==> config.mk <==
export PLATFORM = sky130hd
export DESIGN_NAME = cfg_hdr_strip
export DESIGN_NICKNAME = d
export VERILOG_FILES = /design/src/rtl/cfg_hdr_strip_pkg.sv /design/src/rtl/cfg_hdr_down_cnt.sv /design/src/rtl/cfg_hdr_walker.sv /design/src/rtl/cfg_hdr_strip.sv
export SDC_FILE = /design/constraint.sdc
export NUM_CORES = 1
export LEC_CHECK = 0
export BUFFER_PORTS_ARGS = -buffer_cell sky130_fd_sc_hd__buf_2
export CAP_MARGIN = 40
export CORE_ASPECT_RATIO = 0.8
export CORE_MARGIN = 4
export CORE_UTILIZATION = 40
export DETAILED_ROUTE_END_ITERATION = 10
export SLEW_MARGIN = 30
export SYNTH_ARGS = -nofsm -noshare
export SYNTH_HDL_FRONTEND = slang
export SYNTH_SLANG_ARGS = --single-unit
==> constraint.sdc <==
create_clock -name clk -period 3.1 [get_ports clk]
set_clock_uncertainty 0.2 [all_clocks]
set_input_delay 0.31 -clock clk [delete_from_list [all_inputs] [get_ports clk]]
set_output_delay 0.31 -clock clk [all_outputs]
set_load 0.005 [all_outputs]
==> src/rtl/cfg_hdr_strip_pkg.sv <==
// Package: shared constants and the walker step encoding for the header stripper.
// Assumes a byte-wide stream; all other widths are parameters of the modules.
package cfg_hdr_strip_pkg;

    localparam int BYTE_W = 8;

    typedef enum logic [2:0] {
        ST_LEN  = 3'd0,   // collecting a field length
        ST_BODY = 3'd1,   // skipping field content
        ST_KEY  = 3'd2,   // checking a key byte
        ST_SIZE = 3'd3,   // collecting the payload count
        ST_PAY  = 3'd4,   // forwarding payload
        ST_DONE = 3'd5,   // payload finished
        ST_ERR  = 3'd6    // malformed header
    } step_t;

endpackage

==> src/rtl/cfg_hdr_down_cnt.sv <==
// Module: loadable down counter fed one byte at a time, most significant byte first.
// Assumes W is a multiple of 8 and at least 16, and that shift and decrement are
// never requested together. Reports "would be zero after this shift" and
// "one left" so the walker can branch without an extra cycle.
module cfg_hdr_down_cnt #(
    parameter int W = 16
) (
    input  logic         clk,
    input  logic         rst_n,
    input  logic         shift_en,
    input  logic         dec_en,
    input  logic [7:0]   byte_in,
    output logic         shift_zero,
    output logic         cnt_last
);
    logic [W-1:0] cnt;
    logic [W-1:0] cnt_shifted;

    // Next value if the current byte is shifted in at the low end.
    always_comb cnt_shifted = {cnt[W-9:0], byte_in};

    // Flags used by the walker to decide the next step.
    always_comb begin
        shift_zero = (cnt_shifted == '0);
        cnt_last   = (cnt == W'(1));
    end

    // Counter register: byte load or single decrement.
    always_ff @(posedge clk) begin
        if (!rst_n)        cnt <= '0;
        else if (shift_en) cnt <= cnt_shifted;
        else if (dec_en)   cnt <= cnt - W'(1);
    end

    a_r5_no_underflow: assert property (@(posedge clk) disable iff (!rst_n)
        dec_en |-> (cnt != '0));

    a_r1_single_op: assert property (@(posedge clk) disable iff (!rst_n)
        !(shift_en && dec_en));

endmodule

==> src/rtl/cfg_hdr_walker.sv <==
// Module: header walker. Steps through length-prefixed fields and key bytes,
// captures the payload count, and sequences payload and completion.
// Assumes the two counters report on their current byte combinationally.
module cfg_hdr_walker
    import cfg_hdr_strip_pkg::*;
#(
    parameter int         LEN_W     = 16,
    parameter int         SIZE_W    = 32,
    parameter int         NUM_PLAIN = 2,
    parameter int         NUM_KEYED = 4,
    parameter logic [7:0] KEY_BASE  = 8'h62
) (
    input  logic        clk,
    input  logic        rst_n,
    input  logic        in_valid,
    input  logic [7:0]  in_byte,
    input  logic        out_ready,
    output logic        in_ready,
    output step_t       step,
    output logic        len_shift,
    output logic        len_dec,
    input  logic        len_zero,
    input  logic        len_last,
    output logic        size_shift,
    output logic        size_dec,
    input  logic        size_zero,
    input  logic        size_last
);
    localparam int LEN_BYTES  = LEN_W / BYTE_W;
    localparam int SIZE_BYTES = SIZE_W / BYTE_W;
    localparam int NUM_FIELDS = NUM_PLAIN + NUM_KEYED;
    localparam int MAXB       = (SIZE_BYTES > LEN_BYTES) ? SIZE_BYTES : LEN_BYTES;
    localparam int BIDX_W     = $clog2(MAXB) + 1;
    localparam int FIDX_W     = $clog2(NUM_FIELDS) + 1;

    step_t             step_q, step_d;
    logic [FIDX_W-1:0] fidx_q, fidx_d;
    logic [BIDX_W-1:0] bidx_q, bidx_d;
    logic              acc;
    logic [7:0]        exp_key;
    logic              fld_is_plain;
    logic              fld_is_final;

    // Handshake: header is always taken, payload follows downstream ready.
    always_comb begin
        unique case (step_q)
            ST_LEN, ST_BODY, ST_KEY, ST_SIZE: in_ready = 1'b1;
            ST_PAY:                            in_ready = out_ready;
            default:                           in_ready = 1'b0;
        endcase
    end

    // Key expected after the current field and position of that field.
    always_comb begin
        acc          = in_valid && in_ready;
        exp_key      = KEY_BASE + 8'(fidx_q) - 8'(NUM_PLAIN);
        fld_is_plain = (fidx_q < FIDX_W'(NUM_PLAIN));
        fld_is_final = (fidx_q == FIDX_W'(NUM_FIELDS - 1));
    end

    // Counter control strobes.
    always_comb begin
        len_shift  = acc && (step_q == ST_LEN);
        len_dec    = acc && (step_q == ST_BODY);
        size_shift = acc && (step_q == ST_SIZE);
        size_dec   = acc && (step_q == ST_PAY);
    end

    // Next-step selection for the walk.
    always_comb begin
        step_d = step_q;
        fidx_d = fidx_q;
        bidx_d = bidx_q;
        if (acc) begin
            unique case (step_q)
                ST_LEN: begin
                    if (bidx_q == BIDX_W'(LEN_BYTES - 1)) begin
                        bidx_d = '0;
                        if (!len_zero) begin
                            step_d = ST_BODY;
                        end else if (fld_is_plain) begin
                            fidx_d = fidx_q + FIDX_W'(1);
                        end else begin
                            step_d = ST_KEY;
                        end
                    end else begin
                        bidx_d = bidx_q + BIDX_W'(1);
                    end
                end
                ST_BODY: begin
                    if (len_last) begin
                        if (fld_is_plain) begin
                            fidx_d = fidx_q + FIDX_W'(1);
                            step_d = ST_LEN;
                        end else begin
                            step_d = ST_KEY;
                        end
                    end
                end
                ST_KEY: begin
                    if (in_byte != exp_key) begin
                        step_d = ST_ERR;
                    end else if (fld_is_final) begin
                        step_d = ST_SIZE;
                        bidx_d = '0;
                    end else begin
                        fidx_d = fidx_q + FIDX_W'(1);
                        step_d = ST_LEN;
                    end
                end
                ST_SIZE: begin
                    if (bidx_q == BIDX_W'(SIZE_BYTES - 1)) begin
                        bidx_d = '0;
                        step_d = size_zero ? ST_DONE : ST_PAY;
                    end else begin
                        bidx_d = bidx_q + BIDX_W'(1);
                    end
                end
                ST_PAY: begin
                    if (size_last) step_d = ST_DONE;
                end
                default: ;
            endcase
        end
    end

    // State registers of the walker.
    always_ff @(posedge clk) begin
        if (!rst_n) begin
            step_q <= ST_LEN;
            fidx_q <= '0;
            bidx_q <= '0;
        end else begin
            step_q <= step_d;
            fidx_q <= fidx_d;
            bidx_q <= bidx_d;
        end
    end

    always_comb step = step_q;

    a_r3_err_sticky: assert property (@(posedge clk) disable iff (!rst_n)
        (step_q == ST_ERR) |=> (step_q == ST_ERR));

    a_r8_done_sticky: assert property (@(posedge clk) disable iff (!rst_n)
        (step_q == ST_DONE) |=> (step_q == ST_DONE));

    a_r1_field_index_bound: assert property (@(posedge clk) disable iff (!rst_n)
        fidx_q < FIDX_W'(NUM_FIELDS));

    a_r5_pay_entry: assert property (@(posedge clk) disable iff (!rst_n)
        $rose(step_q == ST_PAY) |-> ($past(step_q) == ST_SIZE));

endmodule

==> src/rtl/cfg_hdr_strip.sv <==
// Module: top of the header stripper. Combines the walker with a field-length
// counter and a payload counter; payload is passed through combinationally.
// Assumes a byte-wide valid/ready stream on both sides.
module cfg_hdr_strip
    import cfg_hdr_strip_pkg::*;
#(
    parameter int         LEN_W     = 16,
    parameter int         SIZE_W    = 32,
    parameter int         NUM_PLAIN = 2,
    parameter int         NUM_KEYED = 4,
    parameter logic [7:0] KEY_BASE  = 8'h62
) (
    input  logic       clk,
    input  logic       rst_n,
    input  logic [7:0] in_data,
    input  logic       in_valid,
    output logic       in_ready,
    output logic [7:0] out_data,
    output logic       out_valid,
    input  logic       out_ready,
    output logic       hdr_err,
    output logic       done
);
    step_t step;
    logic  len_shift, len_dec, len_zero, len_last;
    logic  size_shift, size_dec, size_zero, size_last;

    cfg_hdr_walker #(
        .LEN_W(LEN_W), .SIZE_W(SIZE_W), .NUM_PLAIN(NUM_PLAIN),
        .NUM_KEYED(NUM_KEYED), .KEY_BASE(KEY_BASE)
    ) walker_i (
        .clk(clk), .rst_n(rst_n), .in_valid(in_valid), .in_byte(in_data),
        .out_ready(out_ready), .in_ready(in_ready), .step(step),
        .len_shift(len_shift), .len_dec(len_dec), .len_zero(len_zero),
        .len_last(len_last), .size_shift(size_shift), .size_dec(size_dec),
        .size_zero(size_zero), .size_last(size_last)
    );

    cfg_hdr_down_cnt #(.W(LEN_W)) len_cnt_i (
        .clk(clk), .rst_n(rst_n), .shift_en(len_shift), .dec_en(len_dec),
        .byte_in(in_data), .shift_zero(len_zero), .cnt_last(len_last)
    );

    cfg_hdr_down_cnt #(.W(SIZE_W)) size_cnt_i (
        .clk(clk), .rst_n(rst_n), .shift_en(size_shift), .dec_en(size_dec),
        .byte_in(in_data), .shift_zero(size_zero), .cnt_last(size_last)
    );

    // Payload pass-through and status flags from the walker step.
    always_comb begin
        out_data  = in_data;
        out_valid = in_valid && (step == ST_PAY);
        hdr_err   = (step == ST_ERR);
        done      = (step == ST_DONE);
    end

    a_r6_quiet_outside_payload: assert property (@(posedge clk) disable iff (!rst_n)
        out_valid |-> (!hdr_err && !done));

    a_r7_hold_on_stall: assert property (@(posedge clk) disable iff (!rst_n)
        (out_valid && !out_ready) |-> !in_ready);

    a_r8_closed_after_done: assert property (@(posedge clk) disable iff (!rst_n)
        done |-> !in_ready);

    a_r3_closed_after_err: assert property (@(posedge clk) disable iff (!rst_n)
        hdr_err |-> (!in_ready && !out_valid));

endmodule

==> impl_metrics.prom, run 1 <==
# TYPE chip_impl_metric gauge
chip_impl_metric{name="ff2ff_setup_slack",unit="ns"} 0.26
chip_impl_metric{name="fin_tns_setup",unit="ns"} 0
chip_impl_metric{name="cts_htree_levels",unit=""} 3
chip_impl_metric{name="floorplan.die_area",unit="um2"} 11000
chip_impl_metric{name="period_share",unit=""} 0.915
chip_impl_metric{name="synth-xor-area-share",unit=""} 0.00931
chip_impl_info{name="critPathLaunch",value="len_cnt_i.cnt[2]"} 1
chip_impl_metric{name="post_route_cells_drive_above_1_share",unit=""} 0.119
chip_impl_metric{name="hold_slack",unit="ns"} 0.0773
chip_impl_metric{name="yosys.cell_types.count",unit=""} 59
chip_impl_metric{name="die-width",unit="um"} 116
chip_impl_metric{name="pwrdens",unit="nW/um2"} 491
chip_impl_metric{name="edff_count_synth",unit=""} 0
chip_impl_metric{name="wl_met2",unit="mm"} 4.65
chip_impl_metric{name="place.detailed.hpwl",unit="mm"} 7.44
chip_impl_metric{name="ctsResizeCount",unit=""} 0
chip_impl_metric{name="viasPerCell",unit=""} 6.09
chip_impl_metric{name="vias",unit=""} 3917
chip_impl_metric{name="timing.max_cap.violations",unit=""} 0
chip_impl_metric{name="clock_latency",unit="ns"} 0.33
chip_impl_metric{name="synth_compound_area_frac",unit=""} 0.288
chip_impl_info{name="hold_class",value="in -> reg"} 1
chip_impl_metric{name="post_cts_buffers",unit=""} 0
chip_impl_info{name="end_kind",value="register"} 1
chip_impl_metric{name="async_flop_share",unit=""} 0
chip_impl_metric{name="syn_nets",unit=""} 535
chip_impl_metric{name="synth_area_per_cell",unit="um2"} 7.35
chip_impl_metric{name="timing.final.max_slew_violations",unit=""} 0
chip_impl_metric{name="design.core.area",unit="um2"} 9110
chip_impl_metric{name="ant_nets",unit=""} 0
chip_impl_metric{name="number_of_nets_in_the_final_layout",unit=""} 546
chip_impl_metric{name="met3_length",unit="um"} 562
chip_impl_info{name="tritoncts",value="done"} 1
chip_impl_info{name="critical_path.startpoint_type",value="register"} 1
chip_impl_metric{name="first_pass_iters",unit=""} 4
chip_impl_metric{name="grt_usage",unit=""} 0.206
chip_impl_metric{name="cts-hold-fix-buffers",unit=""} 0
chip_impl_metric{name="reg2regPathDepth",unit=""} 6
chip_impl_metric{name="ioPinCount",unit=""} 24
chip_impl_metric{name="synth_simple_gate_area_share",unit=""} 0.293
chip_impl_metric{name="timing.max_slew.rel_slack",unit=""} 0.508
chip_impl_metric{name="io_buffer_count",unit=""} 23
chip_impl_metric{name="final_worst_path_period_need",unit="ns"} 2.84
chip_impl_info{name="top_layer_used_by_detailed_routing",value="met4"} 1
chip_impl_metric{name="route.final.wire_length",unit="mm"} 10.9
chip_impl_info{name="rsz_0062_raised_after_global_routing",value="no"} 1
chip_impl_info{name="dominant_combinational_cell_family_by_area_after_synthesis",value="simple AND/OR/NAND/NOR gates"} 1
chip_impl_metric{name="routabilityCongestion",unit=""} 0.817
chip_impl_metric{name="finalHoldViolCount",unit=""} 0
chip_impl_metric{name="synth.mux.area_fraction",unit=""} 0.00299
chip_impl_metric{name="grt_first_pass_wirelength",unit="mm"} 18.0
chip_impl_metric{name="static-leakage-power",unit="nW"} 1.58
chip_impl_metric{name="critPathArrivalTime",unit="ns"} 2.89
chip_impl_info{name="root_buffer",value="sky130_fd_sc_hd__clkbuf_16"} 1
chip_impl_info{name="run_status",value="complete, no violations"} 1
chip_impl_metric{name="holdPathStages",unit=""} 3
chip_impl_metric{name="die_y",unit="um"} 94.7
chip_impl_info{name="final_common_cell",value="sky130_fd_sc_hd__a21oi_1"} 1
chip_impl_info{name="min_to",value="size_cnt_i.cnt[0]"} 1
chip_impl_info{name="regToRegEndpoint",value="walker_i.fidx_q[3]"} 1
chip_impl_metric{name="routed_wire_length_per_instance",unit="um"} 16.9
chip_impl_info{name="min_delay_src",value="in_data[0]"} 1
chip_impl_metric{name="ir_worst_vdd",unit="V"} 0.000327
chip_impl_metric{name="drt-initial-drc-count",unit=""} 402
chip_impl_metric{name="antenna_found_initial",unit=""} 0
chip_impl_metric{name="postSynthCellCount",unit=""} 512
chip_impl_metric{name="first_global_vias",unit=""} 3524
chip_impl_metric{name="antenna_cells",unit=""} 0
chip_impl_metric{name="tritoncts_num_sinks",unit=""} 58
chip_impl_metric{name="crit_required",unit="ns"} 3.16
chip_impl_metric{name="synthesis.area",unit="um2"} 3760
chip_impl_metric{name="yosysWarningCount",unit=""} 0
chip_impl_metric{name="wl_met1",unit="mm"} 5.48
chip_impl_info{name="worst_r2r_startpoint",value="len_cnt_i.cnt[2]"} 1
chip_impl_metric{name="detail_route.drc_violations",unit=""} 0
chip_impl_metric{name="std_cell_rows",unit=""} 31
chip_impl_metric{name="cts.path.max_buffers",unit=""} 2
chip_impl_metric{name="maximum_number_of_pins_on_one_net_before_global_route_repair",unit=""} 35
chip_impl_metric{name="synthAdderAreaFrac",unit=""} 0.0366
chip_impl_metric{name="total_cts_buffers",unit=""} 9
chip_impl_metric{name="critical_path.max_fanout",unit=""} 8
chip_impl_info{name="ws_path_type",value="reg -> reg"} 1
chip_impl_info{name="top_library_cells_by_usage_in_the_layout_fill_and_taps_aside",value="61 x sky130_fd_sc_hd__a21oi_1, 58 x sky130_fd_sc_hd__dfxtp_1, 55 x sky130_fd_sc_hd__nor2_1"} 1
chip_impl_metric{name="initial_core_util",unit=""} 0.413
chip_impl_metric{name="gr-total-overflow",unit=""} 0
chip_impl_metric{name="finalCoreUtilization",unit=""} 0.466
chip_impl_metric{name="area_growth",unit="%"} 12.8
chip_impl_metric{name="final-setup-viol-count",unit=""} 0
chip_impl_metric{name="fmax",unit="MHz"} 352
chip_impl_info{name="postSynth.topFlopCell",value="sky130_fd_sc_hd__dfxtp_1"} 1
chip_impl_metric{name="path_clk_slew",unit="ns"} 0.05
chip_impl_metric{name="timing_worst_slew_pin_value",unit="ns"} 0.737
chip_impl_metric{name="synth-seq-area-share",unit=""} 0.309
chip_impl_metric{name="postSynthRegisterBits",unit=""} 58
## cells by family (layout without fill, tap and decap cells)
kind of cell    after synthesis  count (layout)
compound gates              174             174
simple gates                211             211
buf+inv                      53              69
mux                           1               1
flops                        58              58
fa+ha+maj                    11              11
xor+xnor                      4               4
## per-layer routing
| layer | vias up | global-route usage |
|---|---|---|
| li1 | 1934 | - |
| met1 | 1863 | 0.302 |
| met2 | 100 | 0.296 |
| met3 | 20 | 0.0532 |
| met4 | 0 | 0.0580 |
| met5 | - | 0 |
## cell usage after synthesis, drive strengths merged (2+ instances only)
| master | instances | area [um2] |
|---|---|---|
| nor3b | 5 | 42.5 |
| xnor2 | 4 | 35.0 |
| nor2b | 4 | 25.0 |
| o311ai | 6 | 52.6 |
| nand2b | 5 | 31.3 |
| and2 | 3 | 18.8 |
| nand3 | 11 | 60.1 |
| nor2 | 55 | 206 |
| a22oi | 9 | 67.6 |
| a32oi | 4 | 35.0 |
| o211ai | 5 | 37.5 |
| buf | 9 | 65.1 |
| inv | 13 | 48.8 |
| and3 | 3 | 18.8 |
| o21ai | 45 | 225 |
| clkbuf | 31 | 118 |
| nor4 | 16 | 100 |
| ha | 11 | 138 |
| dfxtp | 58 | 1160 |
| a2bb2oi | 2 | 17.5 |
| a21oi | 61 | 305 |
| a31oi | 7 | 43.8 |
| o21a | 2 | 15.0 |
| o31ai | 4 | 43.8 |
| nor3 | 28 | 140 |
| nand2 | 40 | 150 |
| and4 | 2 | 17.5 |
| a211oi | 9 | 67.6 |
| nand4 | 3 | 18.8 |
| o32ai | 2 | 17.5 |
| or4 | 13 | 101 |
| or3 | 12 | 80.1 |
| o2111ai | 2 | 17.5 |
| a22o | 3 | 26.3 |
| o31a | 2 | 17.5 |
| nand3b | 7 | 52.6 |
| a221oi | 2 | 17.5 |
## through the flow
stage / area, um2 / setup WS, ns / power, mW / std cells
after floorplan: 3760 / 0.470 / 1.10 / 512
after global placement: 3980 / 0.315 / 1.18 / 627
after detailed placement: 3980 / 0.277 / 1.19 / 627
after CTS: 4240 / 0.282 / 2.10 / 643
after global routing: 4240 / 0.142 / 2.18 / 643
final: 4240 / 0.263 / 2.09 / 643
## sequential cells by signal (all words and copies together), names as in the netlist
signal,flops
walker_i.bidx_q,3
walker_i.fidx_q,4
size_cnt_i.cnt,32
len_cnt_i.cnt,16
walker_i.step,3
## critical path: stages (launching register included)
cell,delay [ns]
sky130_fd_sc_hd__dfxtp_1,0.37
sky130_fd_sc_hd__or4_1,0.68
sky130_fd_sc_hd__or3_4,0.39
sky130_fd_sc_hd__o31ai_4,0.29
sky130_fd_sc_hd__nand3_2,0.17
sky130_fd_sc_hd__or4_1,0.52
sky130_fd_sc_hd__a21oi_1,0.14
## how the worst max path moves through the flow
stage / endpoint / slack [ns]
finish: walker_i.fidx_q[3] / 0.26
global route: walker_i.fidx_q[2] / 0.14
CTS: walker_i.fidx_q[3] / 0.28
detailed placement: walker_i.fidx_q[3] / 0.28
global placement: walker_i.fidx_q[3] / 0.31
floorplan: walker_i.fidx_q[3] / 0.47
## area by class of cell
| class | instances | area (um2) |
|---|---|---|
| sequential | 58 | 1160 |
| tap | 115 | 144 |
| clock inverter | 3 | 15.0 |
| timing repair buffer | 40 | 255 |
| fill | 916 | 4870 |
| multi-input combinational | 401 | 2370 |
| inverter | 13 | 48.8 |
| clock buffer | 13 | 250 |
## power by group
part           total, mW  switching [mW]  internal (mW)
clock network      0.899           0.341          0.558
logic              0.358           0.218          0.140
registers          0.828          0.0474          0.780
Power figures use the tool's default switching activity.
==> inputs of run 2 (changes only) <==
- ABC_AREA: unset -> 1
- CELL_PAD_IN_SITES_DETAIL_PLACEMENT: unset -> 2
- CELL_PAD_IN_SITES_GLOBAL_PLACEMENT: unset -> 2
- CORE_UTILIZATION: 40 -> 33
- PLACE_DENSITY_LB_ADDON: unset -> 0.1
==> run 2 against run 1 <==
Design area up 13%. Core utilization shrank 9.1 points. Sequential share of layout area down 3.2 points. Largest power group is now combinational logic. Die area grew 36%. Critical path type unchanged. First-iteration DRC count down 39%. Count of clock-buffer cells in the layout decreased by 1. Clock power rose by 28%. Via count up 22%. Register-to-register slack improved by 0.56 ns.
==> impl_metrics.prom, run 2 <==
# TYPE chip_impl_metric gauge
chip_impl_info{name="run_status",value="complete, no violations"} 1
chip_impl_metric{name="timing.max_slew.rel_slack",unit=""} 0.555
chip_impl_metric{name="static-leakage-power",unit="nW"} 2.24
chip_impl_metric{name="maximum_number_of_pins_on_one_net_before_global_route_repair",unit=""} 39
chip_impl_info{name="synth_area_leader_cell",value="sky130_fd_sc_hd__dfxtp_1"} 1
chip_impl_metric{name="vias",unit=""} 4764
chip_impl_info{name="tritoncts",value="done"} 1
chip_impl_info{name="end_kind",value="register"} 1
chip_impl_metric{name="timing.max_cap.violations",unit=""} 0
chip_impl_metric{name="syn_nets",unit=""} 747
chip_impl_info{name="reg_top3",value="size_cnt_i.cnt x32, len_cnt_i.cnt x16, walker_i.fidx_q x4"} 1
chip_impl_metric{name="ir_worst_vdd",unit="V"} 0.000399
chip_impl_info{name="worst_path_most_repeated_cell",value="sky130_fd_sc_hd__o21ai_0"} 1
chip_impl_metric{name="number_of_nets_in_the_final_layout",unit=""} 757
chip_impl_info{name="synth.most_common_cell",value="sky130_fd_sc_hd__nand2_1"} 1
chip_impl_metric{name="route.final.wire_length",unit="mm"} 16.9
chip_impl_metric{name="async_flop_share",unit=""} 0
chip_impl_info{name="root_buffer",value="sky130_fd_sc_hd__clkbuf_16"} 1
chip_impl_info{name="critPathLaunch",value="walker_i.step[0]"} 1
chip_impl_metric{name="timing.final.max_slew_violations",unit=""} 0
chip_impl_metric{name="routed_wire_length_per_instance",unit="um"} 18.5
chip_impl_metric{name="clock_latency",unit="ns"} 0.35
chip_impl_metric{name="ioPinCount",unit=""} 24
chip_impl_metric{name="timing.critical_path.slowest_cell_delay",unit="ns"} 0.38
chip_impl_metric{name="crit_required",unit="ns"} 3.13
chip_impl_info{name="final_common_cell",value="sky130_fd_sc_hd__nand2_1"} 1
chip_impl_info{name="rsz_0062_raised_after_global_routing",value="no"} 1
chip_impl_metric{name="path_clk_slew",unit="ns"} 0.06
chip_impl_metric{name="finalCoreUtilization",unit=""} 0.375
chip_impl_metric{name="critical_path.max_fanout",unit=""} 35
chip_impl_metric{name="edff_count_synth",unit=""} 0
chip_impl_info{name="critical_path.startpoint_type",value="register"} 1
chip_impl_metric{name="largest_reg_flops",unit=""} 32
chip_impl_metric{name="design.core.area",unit="um2"} 12800
chip_impl_metric{name="place.detailed.hpwl",unit="mm"} 12.6
chip_impl_metric{name="fin_tns_setup",unit="ns"} 0
chip_impl_metric{name="multi_input_comb_area",unit="um2"} 2640
chip_impl_metric{name="antenna_found_initial",unit=""} 0
chip_impl_metric{name="synth.top_cell.area_share",unit=""} 0.269
chip_impl_metric{name="total_cts_buffers",unit=""} 9
chip_impl_metric{name="gr-total-overflow",unit=""} 0
chip_impl_metric{name="io_buffer_count",unit=""} 23
chip_impl_info{name="min_delay_src",value="in_data[0]"} 1
chip_impl_metric{name="routabilityCongestion",unit=""} 0.852
chip_impl_metric{name="timing_worst_slew_pin_value",unit="ns"} 0.667
chip_impl_metric{name="placement.cell_area",unit="um2"} 4470
chip_impl_info{name="worst_r2r_startpoint",value="walker_i.step[0]"} 1
chip_impl_metric{name="holdPathStages",unit=""} 3
chip_impl_metric{name="cts_htree_levels",unit=""} 3
chip_impl_metric{name="antenna_cells",unit=""} 0
chip_impl_info{name="postSynth.topFlopCell",value="sky130_fd_sc_hd__dfxtp_1"} 1
chip_impl_metric{name="fillCellCount",unit=""} 1634
chip_impl_metric{name="yosys.cell_types.count",unit=""} 34
chip_impl_metric{name="first_global_vias",unit=""} 5096
chip_impl_info{name="min_to",value="len_cnt_i.cnt[0]"} 1
chip_impl_metric{name="period_share",unit=""} 0.735
chip_impl_metric{name="die_y",unit="um"} 110
chip_impl_info{name="top_library_cells_by_usage_in_the_layout_fill_and_taps_aside",value="200 x sky130_fd_sc_hd__nand2_1, 120 x sky130_fd_sc_hd__nor2_1, 76 x sky130_fd_sc_hd__inv_1"} 1
chip_impl_metric{name="ff2ff_setup_slack",unit="ns"} 0.82
chip_impl_metric{name="cts-hold-fix-buffers",unit=""} 0
chip_impl_metric{name="post_route_cells_drive_above_1_share",unit=""} 0.0880
chip_impl_metric{name="die-width",unit="um"} 136
chip_impl_metric{name="first_pass_iters",unit=""} 4
chip_impl_metric{name="cts.path.max_buffers",unit=""} 2
chip_impl_info{name="regToRegEndpoint",value="size_cnt_i.cnt[8]"} 1
chip_impl_info{name="critical_path.slowest_cell",value="sky130_fd_sc_hd__dfxtp_1"} 1
chip_impl_metric{name="floorplan.die_area",unit="um2"} 15000
chip_impl_metric{name="grt_first_pass_wirelength",unit="mm"} 27.6
chip_impl_metric{name="drt-initial-drc-count",unit=""} 247
chip_impl_metric{name="fmax",unit="MHz"} 439
chip_impl_metric{name="synthesis.area",unit="um2"} 4310
chip_impl_metric{name="ant_nets",unit=""} 0
chip_impl_metric{name="final_design_area_no_fill",unit="um2"} 4800
chip_impl_metric{name="reg2regPathDepth",unit=""} 8
chip_impl_metric{name="tritoncts_num_sinks",unit=""} 58
chip_impl_info{name="hold_class",value="in -> reg"} 1
chip_impl_info{name="netlist_top_cells_count",value="200 x sky130_fd_sc_hd__nand2_1, 120 x sky130_fd_sc_hd__nor2_1, 76 x sky130_fd_sc_hd__inv_1"} 1
chip_impl_metric{name="initial_core_util",unit=""} 0.336
chip_impl_metric{name="area_growth",unit="%"} 11.5
chip_impl_metric{name="critPathArrivalTime",unit="ns"} 2.31
chip_impl_metric{name="std_cell_rows",unit=""} 37
chip_impl_info{name="largest-register",value="size_cnt_i.cnt"} 1
chip_impl_metric{name="synth_area_per_cell",unit="um2"} 5.95
chip_impl_metric{name="final-setup-viol-count",unit=""} 0
chip_impl_metric{name="detail_route.drc_violations",unit=""} 0
chip_impl_metric{name="finalHoldViolCount",unit=""} 0
chip_impl_metric{name="yosysWarningCount",unit=""} 0
chip_impl_metric{name="seqCellArea",unit="um2"} 1160
chip_impl_metric{name="final_worst_path_period_need",unit="ns"} 2.28
chip_impl_metric{name="viasPerCell",unit=""} 5.21
chip_impl_info{name="ys_top_cells_by_area",value="sky130_fd_sc_hd__dfxtp_1 27%, sky130_fd_sc_hd__nand2_1 17%, sky130_fd_sc_hd__nor2_1 10%, sky130_fd_sc_hd__a21oi_1 7.3%, sky130_fd_sc_hd__inv_1 6.6%"} 1
chip_impl_metric{name="postSynthCellCount",unit=""} 724
chip_impl_metric{name="synth-seq-area-share",unit=""} 0.269
chip_impl_info{name="critical_path_cell_list",value="nor2_2 -> nand2_2 -> a21oi_4 -> nand2_4 -> inv_2 -> o21ai_0 -> o21ai_0 -> a21oi_1"} 1
chip_impl_metric{name="grt_usage",unit=""} 0.237
chip_impl_info{name="ws_path_type",value="reg -> reg"} 1
chip_impl_metric{name="post_cts_buffers",unit=""} 0
chip_impl_metric{name="postSynthRegisterBits",unit=""} 58
chip_impl_metric{name="ctsResizeCount",unit=""} 0
chip_impl_metric{name="pwrdens",unit="nW/um2"} 1270
[run 2: cell types whose count changed in the layout (fill, tap and decap cells not counted), moves of 16 or more]
cell,previous run,this run
sky130_fd_sc_hd__inv_1,13,76
sky130_fd_sc_hd__nor2_1,55,120
sky130_fd_sc_hd__nand3_1,10,43
sky130_fd_sc_hd__nand2_1,40,200
sky130_fd_sc_hd__nor3_1,28,6
sky130_fd_sc_hd__nor4_1,16,0
[run 2: metrics by stage]
step / hold slack, ns / std cells / setup WS [ns] / total power [mW]
floorplan: 0.248 / 724 / 1.35 / 3.86
detailed placement: 0.284 / 898 / 0.851 / 4.92
global placement: 0.268 / 898 / 1.00 / 4.67
CTS: 0.102 / 914 / 0.809 / 6.15
global route: 0.132 / 914 / 0.551 / 6.79
finish: 0.105 / 914 / 0.822 / 6.12
[run 2: layout make-up]
cell class              count  share of cell area
clock buffers              12              0.0534
clock inverters             4              0.0154
inverters                  85              0.0669
multi-input cells         554               0.548
flip-flops and latches     58               0.242
well taps                 175              0.0456
repair buffers             26              0.0286
[run 2: cells by family after synthesis]
group	count (synthesis)	share of synthesized area
adder cells (fa/ha/maj)	11	0.0319
XOR/XNOR	17	0.0345
AND/OR/NAND/NOR	390	0.372
buffers and inverters	112	0.119
flip-flops	58	0.269
AO/OA/AOI/OAI	136	0.173
[run 2: metal layers]
layer  up-vias  global-route usage  part of all wire
met5         -                   0                 0
met4         0              0.0482            0.0097
met3        15              0.0408             0.028
met2        43               0.385              0.45
met1      2371               0.331              0.51
li1       2335                   -                 -
[run 2: how the worst max path moves through the flow]
stage	cells past startpoint	endpoint	slack, ns
2_1_floorplan	11	size_cnt_i.cnt[22]	1.35
3_3_place_gp	8	size_cnt_i.cnt[8]	1.00
3_5_place_dp	11	size_cnt_i.cnt[22]	0.85
4_1_cts	8	size_cnt_i.cnt[8]	0.81
5_1_grt	11	size_cnt_i.cnt[22]	0.55
6_report	8	size_cnt_i.cnt[8]	0.82
[run 2: worst max-delay path, delay by kind of cell, from the launching register on]
family / cells / cell delay, ns
flops: 1 / 0.38
simple gates: 3 / 0.64
compound gates: 4 / 0.64
buf+inv: 1 / 0.29
[run 2: report_power, final]
| group | switching (mW) | internal [mW] |
|---|---|---|
| clock | 0.398 | 0.748 |
| sequential | 0.245 | 0.925 |
| combinational | 2.62 | 1.18 |
==> inputs of run 3 (changes only) <==
- clock period: 3.1 -> 2.1 ns (I/O delays scaled with it)
==> run 3 against run 2 <==
Routed wire length up 3.3%. Core utilization up 2.1 points. Combinational power up 62%. Sequential share of layout area down 1.2 points. Global-route usage about the same.
==> impl_metrics.prom, run 3 (same netlist as run 2, synthesis figures left out) <==
# TYPE chip_impl_metric gauge
chip_impl_info{name="run_status",value="complete, no violations"} 1
chip_impl_metric{name="stdcell_count",unit=""} 938
chip_impl_metric{name="number_of_nets_in_the_final_layout",unit=""} 781
chip_impl_metric{name="final_worst_path_period_need",unit="ns"} 1.97
chip_impl_info{name="tritoncts",value="done"} 1
chip_impl_info{name="hold_class",value="in -> reg"} 1
chip_impl_metric{name="pwrdens",unit="nW/um2"} 1870
chip_impl_metric{name="cts_htree_levels",unit=""} 3
chip_impl_metric{name="finalHoldViolCount",unit=""} 0
chip_impl_metric{name="post_route_cells_drive_above_1_share",unit=""} 0.147
chip_impl_metric{name="largest_reg_flops",unit=""} 32
chip_impl_metric{name="fmax",unit="MHz"} 507
chip_impl_metric{name="fin_tns_setup",unit="ns"} 0
chip_impl_metric{name="timing.max_cap.violations",unit=""} 0
chip_impl_metric{name="ir_worst_vdd",unit="V"} 0.000685
chip_impl_metric{name="routed_wire_length_per_instance",unit="um"} 18.6
chip_impl_info{name="critical_path.slowest_cell",value="sky130_fd_sc_hd__dfxtp_1"} 1
chip_impl_metric{name="critPathArrivalTime",unit="ns"} 1.98
chip_impl_metric{name="antenna_cells",unit=""} 0
chip_impl_metric{name="route.final.wire_length",unit="mm"} 17.5
chip_impl_metric{name="area_growth",unit="%"} 17.7
chip_impl_metric{name="first_global_vias",unit=""} 5184
chip_impl_metric{name="timing.max_slew.rel_slack",unit=""} 0.671
chip_impl_metric{name="crit_required",unit="ns"} 2.10
chip_impl_metric{name="dp_cells",unit=""} 917
chip_impl_metric{name="static-leakage-power",unit="nW"} 2.36
chip_impl_metric{name="grt_usage",unit=""} 0.236
chip_impl_metric{name="timing_worst_slew_pin_value",unit="ns"} 0.493
chip_impl_metric{name="std_cell_rows",unit=""} 37
chip_impl_metric{name="ant_nets",unit=""} 0
chip_impl_metric{name="final-setup-viol-count",unit=""} 0
chip_impl_metric{name="vias",unit=""} 4927
chip_impl_info{name="critical_path_cell_list",value="inv_1 -> ha_1 -> nand3_1 -> nor2_2 -> nor2_1 -> nand3_2 -> nor2_4 -> nand3_2 -> nand2_1 -> a21oi_1"} 1
chip_impl_metric{name="die_y",unit="um"} 110
chip_impl_metric{name="die-width",unit="um"} 136
chip_impl_metric{name="floorplan.die_area",unit="um2"} 15000
chip_impl_metric{name="drt-initial-drc-count",unit=""} 216
chip_impl_metric{name="fillCellCount",unit=""} 1638
chip_impl_info{name="ws_path_type",value="reg -> reg"} 1
chip_impl_info{name="final_common_cell",value="sky130_fd_sc_hd__nand2_1"} 1
chip_impl_metric{name="antenna_found_initial",unit=""} 0
chip_impl_metric{name="routabilityCongestion",unit=""} 0.812
chip_impl_metric{name="gr-total-overflow",unit=""} 0
chip_impl_metric{name="total_cts_buffers",unit=""} 9
chip_impl_metric{name="cts.path.max_buffers",unit=""} 2
chip_impl_info{name="root_buffer",value="sky130_fd_sc_hd__clkbuf_16"} 1
chip_impl_info{name="end_kind",value="register"} 1
chip_impl_metric{name="tritoncts_num_sinks",unit=""} 58
chip_impl_metric{name="period_share",unit=""} 0.940
chip_impl_metric{name="timing.final.max_slew_violations",unit=""} 0
chip_impl_metric{name="ioPinCount",unit=""} 24
chip_impl_info{name="largest-register",value="size_cnt_i.cnt"} 1
chip_impl_metric{name="io_buffer_count",unit=""} 23
chip_impl_metric{name="critical_path.max_fanout",unit=""} 6
chip_impl_metric{name="initial_core_util",unit=""} 0.336
chip_impl_metric{name="finalCoreUtilization",unit=""} 0.396
chip_impl_metric{name="design.core.area",unit="um2"} 12800
chip_impl_info{name="critical_path.startpoint_type",value="register"} 1
chip_impl_metric{name="timing.critical_path.slowest_cell_delay",unit="ns"} 0.39
chip_impl_info{name="reg_top3",value="size_cnt_i.cnt x32, len_cnt_i.cnt x16, walker_i.fidx_q x4"} 1
chip_impl_metric{name="clock_latency",unit="ns"} 0.34
chip_impl_metric{name="grt_first_pass_wirelength",unit="mm"} 27.6
chip_impl_metric{name="viasPerCell",unit=""} 5.25
chip_impl_metric{name="detail_route.drc_violations",unit=""} 0
chip_impl_info{name="top_library_cells_by_usage_in_the_layout_fill_and_taps_aside",value="198 x sky130_fd_sc_hd__nand2_1, 107 x sky130_fd_sc_hd__nor2_1, 75 x sky130_fd_sc_hd__inv_1"} 1
chip_impl_metric{name="maximum_number_of_pins_on_one_net_before_global_route_repair",unit=""} 35
chip_impl_info{name="worst_path_most_repeated_cell",value="sky130_fd_sc_hd__nand3_2"} 1
chip_impl_metric{name="place.detailed.hpwl",unit="mm"} 13.0
chip_impl_metric{name="path_clk_slew",unit="ns"} 0.06
chip_impl_metric{name="cts-hold-fix-buffers",unit=""} 0
chip_impl_metric{name="first_pass_iters",unit=""} 4
## run 3: area by class of cell
type | count | area, um2 | share of cell area
clock buffers | 9 | 225 | 0.0444
clock inverters | 7 | 93.8 | 0.0185
inverters | 85 | 325 | 0.0641
multi-input cells | 554 | 2710 | 0.535
flip-flops and latches | 58 | 1160 | 0.229
well taps | 175 | 219 | 0.0432
repair buffers | 50 | 334 | 0.0659
## run 3: where the power goes
group,total [mW],internal [mW],switching [mW]
clock,1.64,1.04,0.605
combinational,6.15,1.97,4.18
sequential,1.71,1.37,0.344
## run 3: worst max-delay path: cells and delay by family (launching register included)
family	cells	cell delay (ns)
and+or+nand+nor	7	0.88
DFF	1	0.39
adders and majority gates	1	0.19
buffers and inverters	1	0.11
AOI/OAI and AO/OA	1	0.07
## run 3: through the flow
stage	total power, mW	instance area [um2]	hold slack [ns]	worst slack, ns
after global placement	7.10	4630	0.272	0.0574
final	9.51	5070	0.0213	0.127
after floorplan	5.69	4310	0.148	0.350
after detailed placement	7.45	4630	0.287	-0.0212
after CTS	9.24	4950	0.00489	0.0386
after global routing	10.4	5070	0.0199	-0.0370
## run 3: final timing paths
kind	slack, ns	to	start	cells after the start
setup / recovery	0.13	walker_i.fidx_q[3]	walker_i.fidx_q[1]	10
hold / removal	0.02	len_cnt_i.cnt[5]	in_data[5]	3
setup reg to reg	0.13	walker_i.fidx_q[3]	walker_i.fidx_q[1]	10
hold reg to reg	0.29	len_cnt_i.cnt[1]	len_cnt_i.cnt[1]	2
## run 3: layer usage
layer / GRT usage / share of wire
met1: 0.332 / 0.51
met2: 0.386 / 0.46
met3: 0.0358 / 0.028
met4: 0.0482 / 0.0074
met5: 0 / 0
## run 3: what timing repair did
action,4_1_cts,5_1_grt
pin swaps,0,2
endpoints found under the setup margin,2,36
resized for setup,2,27
buffers inserted,0,5
